`src/rtl/fe_cfg_pkg.sv`:
```
package fe_cfg_pkg;
    typedef enum logic [1:0] {
        ST_IDLE = 2'd0,
        ST_ADDR = 2'd1,
        ST_DATA = 2'd2,
        ST_TAIL = 2'd3
    } fcp_state_e;
endpackage

```
`src/rtl/fe_cfg_ctrl.sv`:
```
module fe_cfg_ctrl
    import fe_cfg_pkg::*;
#(
    parameter int CA_W     = 16,
    parameter int DATA_W   = 12,
    parameter int CNT_W    = 16,
    parameter int CA_FIELD = 3,
    parameter int CA_SCALE = 8,
    parameter int TAIL_CYC = 4
) (
    input  logic              clk,
    input  logic              rst_n,
    input  logic              start,
    input  logic [CA_W-1:0]   cmd_addr,
    input  logic [DATA_W-1:0] data_in,
    input  logic [CNT_W-1:0]  cnt_cfg,
    output logic              cck,
    output logic              ld,
    output logic              dao,
    output logic              busy
);
    localparam int NA_MAX   = ((1 << CA_FIELD) - 1) * CA_SCALE;
    localparam int PC_MAX0  = (NA_MAX > DATA_W) ? NA_MAX : DATA_W;
    localparam int PC_MAX   = (PC_MAX0 > TAIL_CYC) ? PC_MAX0 : TAIL_CYC;
    localparam int PC_W     = $clog2(PC_MAX + 1);
    localparam int ND_RAW_W = CNT_W - CA_FIELD;
    localparam logic [PC_W-1:0] TAIL_LD = PC_W'(TAIL_CYC - 1);

    fcp_state_e state, nxt;
    logic              ph;
    logic [PC_W-1:0]   pcnt;
    logic [PC_W-1:0]   nd_q;
    logic [CA_W-1:0]   ca_sh;
    logic [DATA_W-1:0] d_sh;
    logic              cck_q, ld_q, dao_q;

    logic [PC_W-1:0]     na_w;
    logic [PC_W-1:0]     nd_w;
    logic [ND_RAW_W-1:0] nd_raw;

    always_comb begin
        na_w   = PC_W'(cnt_cfg[CA_FIELD-1:0]) * PC_W'(CA_SCALE);
        nd_raw = cnt_cfg[CNT_W-1:CA_FIELD];
        nd_w   = (nd_raw > ND_RAW_W'(DATA_W)) ? PC_W'(DATA_W) : PC_W'(nd_raw);
    end

    // next-state logic
    always_comb begin
        nxt = state;
        unique case (state)
            ST_IDLE: if (start) begin
                if (na_w != '0)      nxt = ST_ADDR;
                else if (nd_w != '0) nxt = ST_DATA;
                else                 nxt = ST_TAIL;
            end
            ST_ADDR: if (ph && pcnt == PC_W'(1))
                nxt = (nd_q != '0) ? ST_DATA : ST_TAIL;
            ST_DATA: if (ph && pcnt == PC_W'(1))
                nxt = ST_TAIL;
            ST_TAIL: if (pcnt == '0)
                nxt = ST_IDLE;
            default: nxt = ST_IDLE;
        endcase
    end

    // state register
    always_ff @(posedge clk or negedge rst_n) begin
        if (!rst_n) state <= ST_IDLE;
        else        state <= nxt;
    end

    // outputs and datapath
    always_ff @(posedge clk or negedge rst_n) begin
        if (!rst_n) begin
            ph    <= 1'b0;
            pcnt  <= '0;
            nd_q  <= '0;
            ca_sh <= '0;
            d_sh  <= '0;
            cck_q <= 1'b0;
            ld_q  <= 1'b0;
            dao_q <= 1'b0;
        end else begin
            unique case (state)
                ST_IDLE: if (start) begin
                    nd_q  <= nd_w;
                    ca_sh <= cmd_addr << 1;
                    d_sh  <= data_in;
                    ph    <= 1'b0;
                    cck_q <= 1'b0;
                    if (nxt == ST_ADDR) begin
                        pcnt  <= na_w;
                        ld_q  <= 1'b0;
                        dao_q <= cmd_addr[CA_W-1];
                    end else if (nxt == ST_DATA) begin
                        pcnt  <= nd_w;
                        ld_q  <= 1'b1;
                        dao_q <= data_in[DATA_W-1];
                        d_sh  <= data_in << 1;
                    end else begin
                        pcnt  <= TAIL_LD;
                        ld_q  <= 1'b0;
                        dao_q <= 1'b0;
                    end
                end
                ST_ADDR, ST_DATA: begin
                    if (!ph) begin
                        ph    <= 1'b1;
                        cck_q <= 1'b1;
                    end else begin
                        ph    <= 1'b0;
                        cck_q <= 1'b0;
                        if (nxt == state) begin
                            pcnt <= pcnt - 1'b1;
                            if (state == ST_ADDR) begin
                                dao_q <= ca_sh[CA_W-1];
                                ca_sh <= ca_sh << 1;
                            end else begin
                                dao_q <= d_sh[DATA_W-1];
                                d_sh  <= d_sh << 1;
                            end
                        end else if (nxt == ST_DATA) begin
                            pcnt  <= nd_q;
                            ld_q  <= 1'b1;
                            dao_q <= d_sh[DATA_W-1];
                            d_sh  <= d_sh << 1;
                        end else begin
                            pcnt  <= TAIL_LD;
                            ld_q  <= 1'b0;
                            dao_q <= 1'b0;
                        end
                    end
                end
                ST_TAIL: if (pcnt != '0) pcnt <= pcnt - 1'b1;
                default: ;
            endcase
        end
    end

    assign cck  = cck_q;
    assign ld   = ld_q;
    assign dao  = dao_q;
    assign busy = (state != ST_IDLE);

    // no configuration clock outside a pulse phase
    p_cck_quiet_idle_r2: assert property (@(posedge clk) disable iff (!rst_n)
        (state == ST_IDLE || state == ST_TAIL) |-> !cck_q);
    // a high half lasts exactly one cycle
    p_cck_half_rate_r2: assert property (@(posedge clk) disable iff (!rst_n)
        cck_q |=> !cck_q);
    // load strobe only during the data part
    p_ld_in_data_r3: assert property (@(posedge clk) disable iff (!rst_n)
        ld_q |-> (state == ST_DATA));
    // serial data holds while the clock is high
    p_dao_hold_r4: assert property (@(posedge clk) disable iff (!rst_n)
        cck_q |-> $stable(dao_q));
    // an idle start always begins a burst
    p_busy_on_start_r7: assert property (@(posedge clk) disable iff (!rst_n)
        (start && state == ST_IDLE) |=> busy);

    initial begin
        if (TAIL_CYC < 1) $error("TAIL_CYC must be at least 1");
    end
endmodule

```
`src/rtl/fe_cfg_ret.sv`:
```
module fe_cfg_ret #(
    parameter int CYC_W     = 8,
    parameter int RET_START = 19
) (
    input  logic clk,
    input  logic rst_n,
    input  logic accept,
    input  logic rd_req,
    input  logic busy,
    input  logic ret_in,
    output logic ret_out
);
    logic [CYC_W-1:0] cyc;
    logic             fwd_q;
    logic             ret_q;

    always_ff @(posedge clk or negedge rst_n) begin
        if (!rst_n) begin
            cyc   <= '0;
            fwd_q <= 1'b0;
            ret_q <= 1'b0;
        end else begin
            if (accept) begin
                cyc   <= CYC_W'(1);
                fwd_q <= rd_req;
            end else if (busy && cyc != '1) begin
                cyc <= cyc + 1'b1;
            end
            ret_q <= (busy && fwd_q && cyc >= CYC_W'(RET_START)) ? ret_in : 1'b0;
        end
    end

    assign ret_out = ret_q;

    // nothing forwarded once the controller has been idle for a cycle
    p_ret_quiet_r8: assert property (@(posedge clk) disable iff (!rst_n)
        (!busy && !$past(busy)) |-> !ret_q);
endmodule

```
`src/rtl/fe_cfg_port.sv`:
```
module fe_cfg_port #(
    parameter int CA_W      = 16,
    parameter int DATA_W    = 12,
    parameter int CNT_W     = 16,
    parameter int CA_FIELD  = 3,
    parameter int CA_SCALE  = 8,
    parameter int TAIL_CYC  = 4,
    parameter int RET_START = 19
) (
    input  logic              clk,
    input  logic              rst_n,
    input  logic              start,
    input  logic              is_read,
    input  logic              ret_en,
    input  logic [CA_W-1:0]   cmd_addr,
    input  logic [DATA_W-1:0] data_in,
    input  logic [CNT_W-1:0]  cnt_cfg,
    input  logic              ret_in,
    output logic              cck,
    output logic              ld,
    output logic              dao,
    output logic              busy,
    output logic              ret_out
);
    localparam int NA_MAX  = ((1 << CA_FIELD) - 1) * CA_SCALE;
    localparam int BURST   = 2 * NA_MAX + 2 * DATA_W + TAIL_CYC + 1;
    localparam int CYC_W0  = $clog2(BURST + 1);
    localparam int CYC_W1  = $clog2(RET_START + 1);
    localparam int CYC_W   = (CYC_W0 > CYC_W1) ? CYC_W0 : CYC_W1;

    logic accept;
    assign accept = start && !busy;

    fe_cfg_ctrl #(
        .CA_W(CA_W), .DATA_W(DATA_W), .CNT_W(CNT_W),
        .CA_FIELD(CA_FIELD), .CA_SCALE(CA_SCALE), .TAIL_CYC(TAIL_CYC)
    ) u_ctrl (
        .clk(clk), .rst_n(rst_n), .start(start),
        .cmd_addr(cmd_addr), .data_in(data_in), .cnt_cfg(cnt_cfg),
        .cck(cck), .ld(ld), .dao(dao), .busy(busy)
    );

    fe_cfg_ret #(
        .CYC_W(CYC_W), .RET_START(RET_START)
    ) u_ret (
        .clk(clk), .rst_n(rst_n), .accept(accept),
        .rd_req(is_read && ret_en), .busy(busy),
        .ret_in(ret_in), .ret_out(ret_out)
    );
endmodule

```
`config.mk`:
```
export PLATFORM = sky130hd
export DESIGN_NAME = fe_cfg_port
export DESIGN_NICKNAME = d
export VERILOG_FILES = /design/src/rtl/fe_cfg_pkg.sv /design/src/rtl/fe_cfg_ctrl.sv /design/src/rtl/fe_cfg_ret.sv /design/src/rtl/fe_cfg_port.sv
export SDC_FILE = /design/constraint.sdc
export NUM_CORES = 1
export LEC_CHECK = 0
export BUFFER_PORTS_ARGS = -buffer_cell sky130_fd_sc_hd__buf_2
export CAP_MARGIN = 20
export CORE_ASPECT_RATIO = 1.5
export CORE_UTILIZATION = 60
export CTS_CLUSTER_SIZE = 12
export DETAILED_ROUTE_END_ITERATION = 10
export HOLD_SLACK_MARGIN = 0.06
export PLACE_DENSITY = 0.82
export SLEW_MARGIN = 20
export SYNTH_ARGS = -nofsm -noshare
export SYNTH_HDL_FRONTEND = slang
export SYNTH_SLANG_ARGS = --single-unit
```
`constraint.sdc`:
```
create_clock -name clk -period 7 [get_ports clk]
set_input_delay 1.4 -clock clk [delete_from_list [all_inputs] [get_ports clk]]
set_output_delay 1.4 -clock clk [all_outputs]
set_load 0.005 [all_outputs]
```
After elaboration in Yosys (flattened, before gate mapping)
Index checks and enable logic that the tools add are counted.

$add $sub $neg: 2. $lt $le $gt $ge: 2. Eq/ne operators: 16. Muxes and demuxes: 50. Reductions and logical operators: 24.

Operator list (count): 2-to-1 mux 12 bit (7); 2-to-1 mux 16 bit (4); 2-to-1 mux 6 bit (8); case mux 16 bit (2 select lines) (1); case mux 12 bit (2 select lines) (1); nonzero test 6 bit (4); case mux 6 bit (3 select lines) (1); 2-to-1 mux 1 bit (17); 2-to-1 mux 8 bit (2); > comparator 13 x 4 -> 1 bit (second input constant) (1); 2-to-1 mux 2 bit (5); AND reduction 5 bit (2); adder 8 x 1 -> 8 bit (second input constant) (1); >= comparator 8 x 5 -> 1 bit (second input constant) (1); inequality test 2 x 1 -> 1 bit (second input constant) (4); inequality test 8 bit (second input constant) (1); case mux 2 bit (4 select lines) (1); equality test 2 bit (second input constant) (3); equality test 6 x 1 -> 1 bit (second input constant) (1); logical AND 1 bit (6); logical NOT 6 bit (1); case mux 1 bit (2 select lines) (3); AND reduction 3 bit (2); nonzero test 2 bit (3); 11 further kinds (14).

Register bits: 55. Bits of input ports: 50. Word-level logic and storage cells: 105.

Logic depth before layout (Yosys ltp)
Word-level depth: 12. Gate-level depth with buffers: 11. Gate-level depth less buffers: 9.

By module
A second synthesis with hierarchy kept.

Cells, all modules: 331. Area, all modules: 3463.3 µm².

By module, submodules not included: fe_cfg_ctrl (times used 1, cells an instance 276, area an instance 2894.0 µm²); fe_cfg_ret (times used 1, cells an instance 53, area an instance 549.3 µm²); fe_cfg_port (times used 1, cells an instance 2, area an instance 20.0 µm²).

Worst setup path after synthesis
OpenSTA, ideal clock, no wires.

Path kind: input port to flip-flop. From: input port cnt_cfg[9]. To: register u_ctrl.d_sh[0]. Setup time: 125 ps. Arrival: 3512 ps. Required time: 6875 ps. Setup slack: 3363 ps. Cell stages on the path: 9. Path buffers: 2. Path through: or4_4 > nor4_4 > a41o_4 > and2_1 > buf_6 > o211ai_1 > o221ai_2 > buf_6 > mux2_4.

Cells in the longest elaborated chain, start to end: 12.

Ends and longest elaborated chain: start, declared (RTL line fe_cfg_port.sv:17) `input logic [CNT_W-1:0] cnt_cfg,`; > comparator 13 x 4 -> 1 bit (*) (RTL line fe_cfg_ctrl.sv:44) `nd_w = (nd_raw > ND_RAW_W'(DATA_W)) ? PC_W'(DATA_W) : PC_W'(nd_raw);`; 2-to-1 mux 6 bit (*) (RTL line fe_cfg_ctrl.sv:44); nonzero test 6 bit (*) (RTL line fe_cfg_ctrl.sv:53) `else if (nd_w != '0) nxt = ST_DATA;`; 2-to-1 mux 1 bit (*) (RTL line fe_cfg_ctrl.sv:53); 2-to-1 mux 2 bit (*) (RTL line fe_cfg_ctrl.sv:52) `if (na_w != '0) nxt = ST_ADDR;`; 2-to-1 mux 2 bit (*) (RTL line fe_cfg_ctrl.sv:51) `ST_IDLE: if (start) begin`; case mux 2 bit (4 select lines) (*) (RTL line fe_cfg_ctrl.sv:50) `unique case (state)`; via u_ctrl.nxt[0] (RTL line fe_cfg_ctrl.sv:29) `fcp_state_e state, nxt;`; equality test 2 bit (RTL line fe_cfg_ctrl.sv:95, fe_cfg_ctrl.sv:122); 2-to-1 mux 12 bit (RTL line fe_cfg_ctrl.sv:95) `end else if (nxt == ST_DATA) begin`; 2-to-1 mux 12 bit (RTL line fe_cfg_ctrl.sv:91) `if (nxt == ST_ADDR) begin`; 2-to-1 mux 12 bit (RTL line fe_cfg_ctrl.sv:85) `ST_IDLE: if (start) begin`; case mux 12 bit (2 select lines) (RTL line fe_cfg_ctrl.sv:84) `unique case (state)`; end signal, assigned (RTL line fe_cfg_ctrl.sv:88) `d_sh <= data_in;`; end signal, assigned (RTL line fe_cfg_ctrl.sv:99) `d_sh <= data_in << 1;`; end signal, assigned (RTL line fe_cfg_ctrl.sv:120) `d_sh <= d_sh << 1;`; end, declared (RTL line fe_cfg_ctrl.sv:34) `logic [DATA_W-1:0] d_sh;`.

The timed path passes the listed nets; every way through them passes the cells marked *. The select of a mux whose other input is x is not followed. A chain may end at the register's enable or synchronous reset.

Final worst setup path
From: register u_ctrl.state[0]. To: register u_ctrl.d_sh[6].

Cells in the longest elaborated chain, start to end: 7.

Ends and longest elaborated chain: start, declared (RTL line fe_cfg_ctrl.sv:29); start signal, assigned (RTL line fe_cfg_ctrl.sv:69) `else state <= nxt;`; equality test 2 bit (tied with other cells) (RTL line fe_cfg_ctrl.sv:50); case mux 2 bit (4 select lines) (RTL line fe_cfg_ctrl.sv:50); equality test 2 bit (RTL line fe_cfg_ctrl.sv:95, fe_cfg_ctrl.sv:122); 2-to-1 mux 12 bit (RTL line fe_cfg_ctrl.sv:95); 2-to-1 mux 12 bit (RTL line fe_cfg_ctrl.sv:91); 2-to-1 mux 12 bit (RTL line fe_cfg_ctrl.sv:85); case mux 12 bit (2 select lines) (RTL line fe_cfg_ctrl.sv:84).

Parallel ways exist; a longest one is shown, timed or not. The select of a mux whose other input is x is not followed.

==> reports/qor.log <==
[outcome] run status finished clean
[floorplanning] initial core utilization 0.626
[sta] post-layout min period 4.00 ns
[critical_path] Critical Path Sink Type flip-flop
[clocking] PostCTS Resize Cnt 0
[sta] share of the clock period used by the worst path 0.571
[yosys] post-synthesis instance area 3460 µm²
[sta] Max Freq 0.250 GHz
[yosys] number of storage elements in the synthesis netlist 54
[global_route] remaining global-route overflow 0
[layout] fraction of final layout cells with drive strength greater than 1 0.313
[drt] final routed DRC violation total 0
[yosys] post-synthesis area per instance 10.2 µm²
[drt] via-per-instance ratio 6.17
[sta] unrepaired setup endpoints after global routing no
[clocking] CTS root buf clkbuf_8
[critical_path] data arrival time at the worst-slack endpoint 4.21 ns
[global_route] Total GRT Usage 0.279
[floorplanning] width of the die 64.0 µm
[yosys] library cells used by synthesis 63
[clocking] CTS tree built
[critical_path] kind of cell adding the most delay to the critical path compound AO/OA/AOI/OAI gates
[job] count of max-cap constraint violations 0
[sta] Setup Viol. Count Final 0
[drt] Post-DRT Antenna Nets 0
[sta] number of pins exceeding their max-slew limit in the final report 0
[sta] crit path setup slack, layout 3.00 ns
[floorplanning] die area 6080 µm²
[placement] Detailed Place HPWL 5.80 mm
[sta] worst slew pin tran 0.919 ns
[critical_path] Slowest Stage Delay on Critical Path 0.73 ns
[clocking] worst-skew pair later-pin latency 0.32 ns
[global_route] wire length of the first global-routing pass 13.1 mm
[pwr] Pleak 1.75 nW
[clocking] clock-pin transition on the worst setup and hold timing paths 0.10 ns
[floorplanning] floorplan row count 33
[yosys] fraction of registers with async set or reset after synthesis 1.00
[clocking] level count of the clock H-tree 2
[global_route] vias in the first global route 2,803
[floorplanning] Top-Level Pins 55
[yosys] post-synthesis sequential area ratio 0.390
[sta] Fin. Hold Viols 0
[sta] worst clock skew 0.00755 ns
[yosys] number of flops mapped to enable cells by yosys 0
[yosys] count of synthesis-stage warnings from yosys 0
[layout] highest-count cells in the layout ignoring fill and taps buf_2 (54), dfrtp_1 (54), nand2_1 (43), o21ai_0 (31), mux2_2 (22)
[sta] relative slew slack 0.387
[critical_path] kind of start point of the critical path flip-flop
[sta] Total Neg Setup Slack 0 ns
[hold_path] worst hold path type reg -> reg
[drt] Iter 0 DRT Violations 188
[critical_path] Critical Path RT 7.21 ns
[drt] Routed WL per cell 17.3 µm
[critical_path] Bufs and invs on worst path 1
[floorplanning] height of the chip 95.0 µm
[clocking] count of hold buffers inserted by post-cts repair 0
[floorplanning] core box area 5530 µm²
[critical_path] kind of critical path reg -> reg
[critical_path] Slowest-stage cell, CP ha_1
[critical_path] maximum net fanout on the critical path 25
[drt] drt first pass iters 4
[placement] Port Buf Inserts 54
[clocking] maximum number of buffers from clock root to sink 2
[layout] area growth from synthesis to final layout 10.6%
[clocking] total clock buffers created by CTS 5
[yosys] net count after synthesis 396
[pwr] Peak VDD IR 0.335 mV
[clocking] number of post-CTS setup repair buffers 0
[pwr] pwr/cell area 576 nW/µm²
[layout] number of diodes 0
[global_route] largest net degree at the start of global routing 55
[placement] routability congestion estimate 0.910
[drt] number of vias after detailed routing 2,814
[global_route] antenna violations before repair 0
[drt] total routed wirelength 7.90 mm
[placement] worst setup slack before clock tree synthesis 2.69 ns
[clocking] Sinks on Clock Net 54
[yosys] number of instances in the synthesized netlist 338
[yosys] Most used DFF post-synth dfrtp_1
[layout] final net count 443
[critical_path] cell breakdown of the critical path inv_1 > ha_1 > nor2b_1 > nand2_1 > a41o_4 > and2_1 > o21a_2 > o221ai_2 > mux2_2
==> per-layer routing <==
metal  part of all wire  up-vias  wire length [µm]  global-route usage
li1                   -     1340                 -                   -
met1               0.39     1343              3080               0.321
met3              0.049       27               389              0.0371
met2               0.52      104              4110               0.496
met5                  0        -                 0                   0
met4              0.040        0               320               0.152
==> cell usage after synthesis, drive strengths merged, types with 3 or more instances <==
cell,n,share of area
dfrtp,54,0.39
nand2,43,0.047
mux2,42,0.16
o21ai,32,0.047
nor2,19,0.021
mux2i,12,0.035
clkbuf,11,0.012
inv,11,0.012
ha,8,0.029
a21oi,7,0.013
and3,7,0.013
nor3,7,0.010
nor2b,6,0.011
a211oi,5,0.011
a31oi,5,0.0090
buf,5,0.015
o211ai,5,0.014
a211o,4,0.010
and2,4,0.0072
a311oi,3,0.0076
nand3,3,0.0043
nor4,3,0.0098
o21a,3,0.0069
o221ai,3,0.014
o22ai,3,0.0054
==> cell families (layout without fill, tap and decap cells) <==
group	after synthesis	after routing	synth area share
mux	54	54	0.193
xor+xnor	3	3	0.00759
compound gates	87	87	0.188
fa+ha+maj	8	8	0.0289
buf+inv	27	75	0.0390
simple gates	105	105	0.153
flops	54	54	0.390
==> state kept, by name (all words and copies together), names as in the netlist <==
| signal | cells |
|---|---|
| u_ctrl.ld | 1 |
| u_ctrl.nd_q | 6 |
| u_ctrl.dao | 1 |
| u_ret.fwd_q | 1 |
| u_ret.cyc | 8 |
| u_ret.ret_out | 1 |
| u_ctrl.state | 2 |
| u_ctrl.d_sh | 12 |
| u_ctrl.ca_sh | 15 |
| u_ctrl.pcnt | 6 |
| u_ctrl.ph | 1 |
==> path summary, 6_finish.rpt <==
| kind | start | end | slack [ns] | depth (start not counted) |
|---|---|---|---|---|
| worst max-delay path | u_ctrl.state[0] | u_ctrl.d_sh[6] | 3.00 | 9 |
| worst min-delay path | u_ret.fwd_q | u_ret.fwd_q | 0.49 | 2 |
| worst max register to register | u_ctrl.state[0] | u_ctrl.d_sh[6] | 3.00 | 9 |
| worst min register to register | u_ret.fwd_q | u_ret.fwd_q | 0.49 | 2 |
| max in group asynchronous | rst_n | u_ctrl.ph | 5.34 | 2 |
| min in group asynchronous | rst_n | u_ctrl.pcnt[4] | 1.19 | 2 |
==> worst min-delay path: stages, from the launching register on <==
cell     delay, ns
dfrtp_1       0.35
nand2_1       0.05
o21ai_0       0.06
==> area by class of cell <==
type,instances,area [µm²]
multi-input cells,257,1980
fillers,440,1700
flip-flops and latches,54,1350
repair buffers,56,285
well taps,70,87.6
clock buffers,5,68.8
inverters,11,41.3
clock inverters,3,18.8
==> where the power goes <==
group / leakage (nW) / switching [W] / internal [W]
clock network: 0.0483 / 0.000111 / 0.0000708
logic: 1.03 / 0.000744 / 0.000707
registers: 0.673 / 0.000113 / 0.000459
total: 1.75 / 0.000967 / 0.00124
==> through the flow <==
stage / hold WS (ns) / instance area, µm² / cells / utilization / power [W]
floorplan: 0.450 / 3460 / 338 / - / 0.00178
global placement: 0.462 / 3740 / 448 / 0.676 / 0.00197
detailed placement: 0.470 / 3740 / 448 / 0.676 / 0.00202
CTS: 0.494 / 3830 / 456 / 0.692 / 0.00220
global route: 0.535 / 3830 / 456 / 0.692 / 0.00237
finish: 0.493 / 3830 / 456 / 0.692 / 0.00220
(Power assumes the default switching activity.)
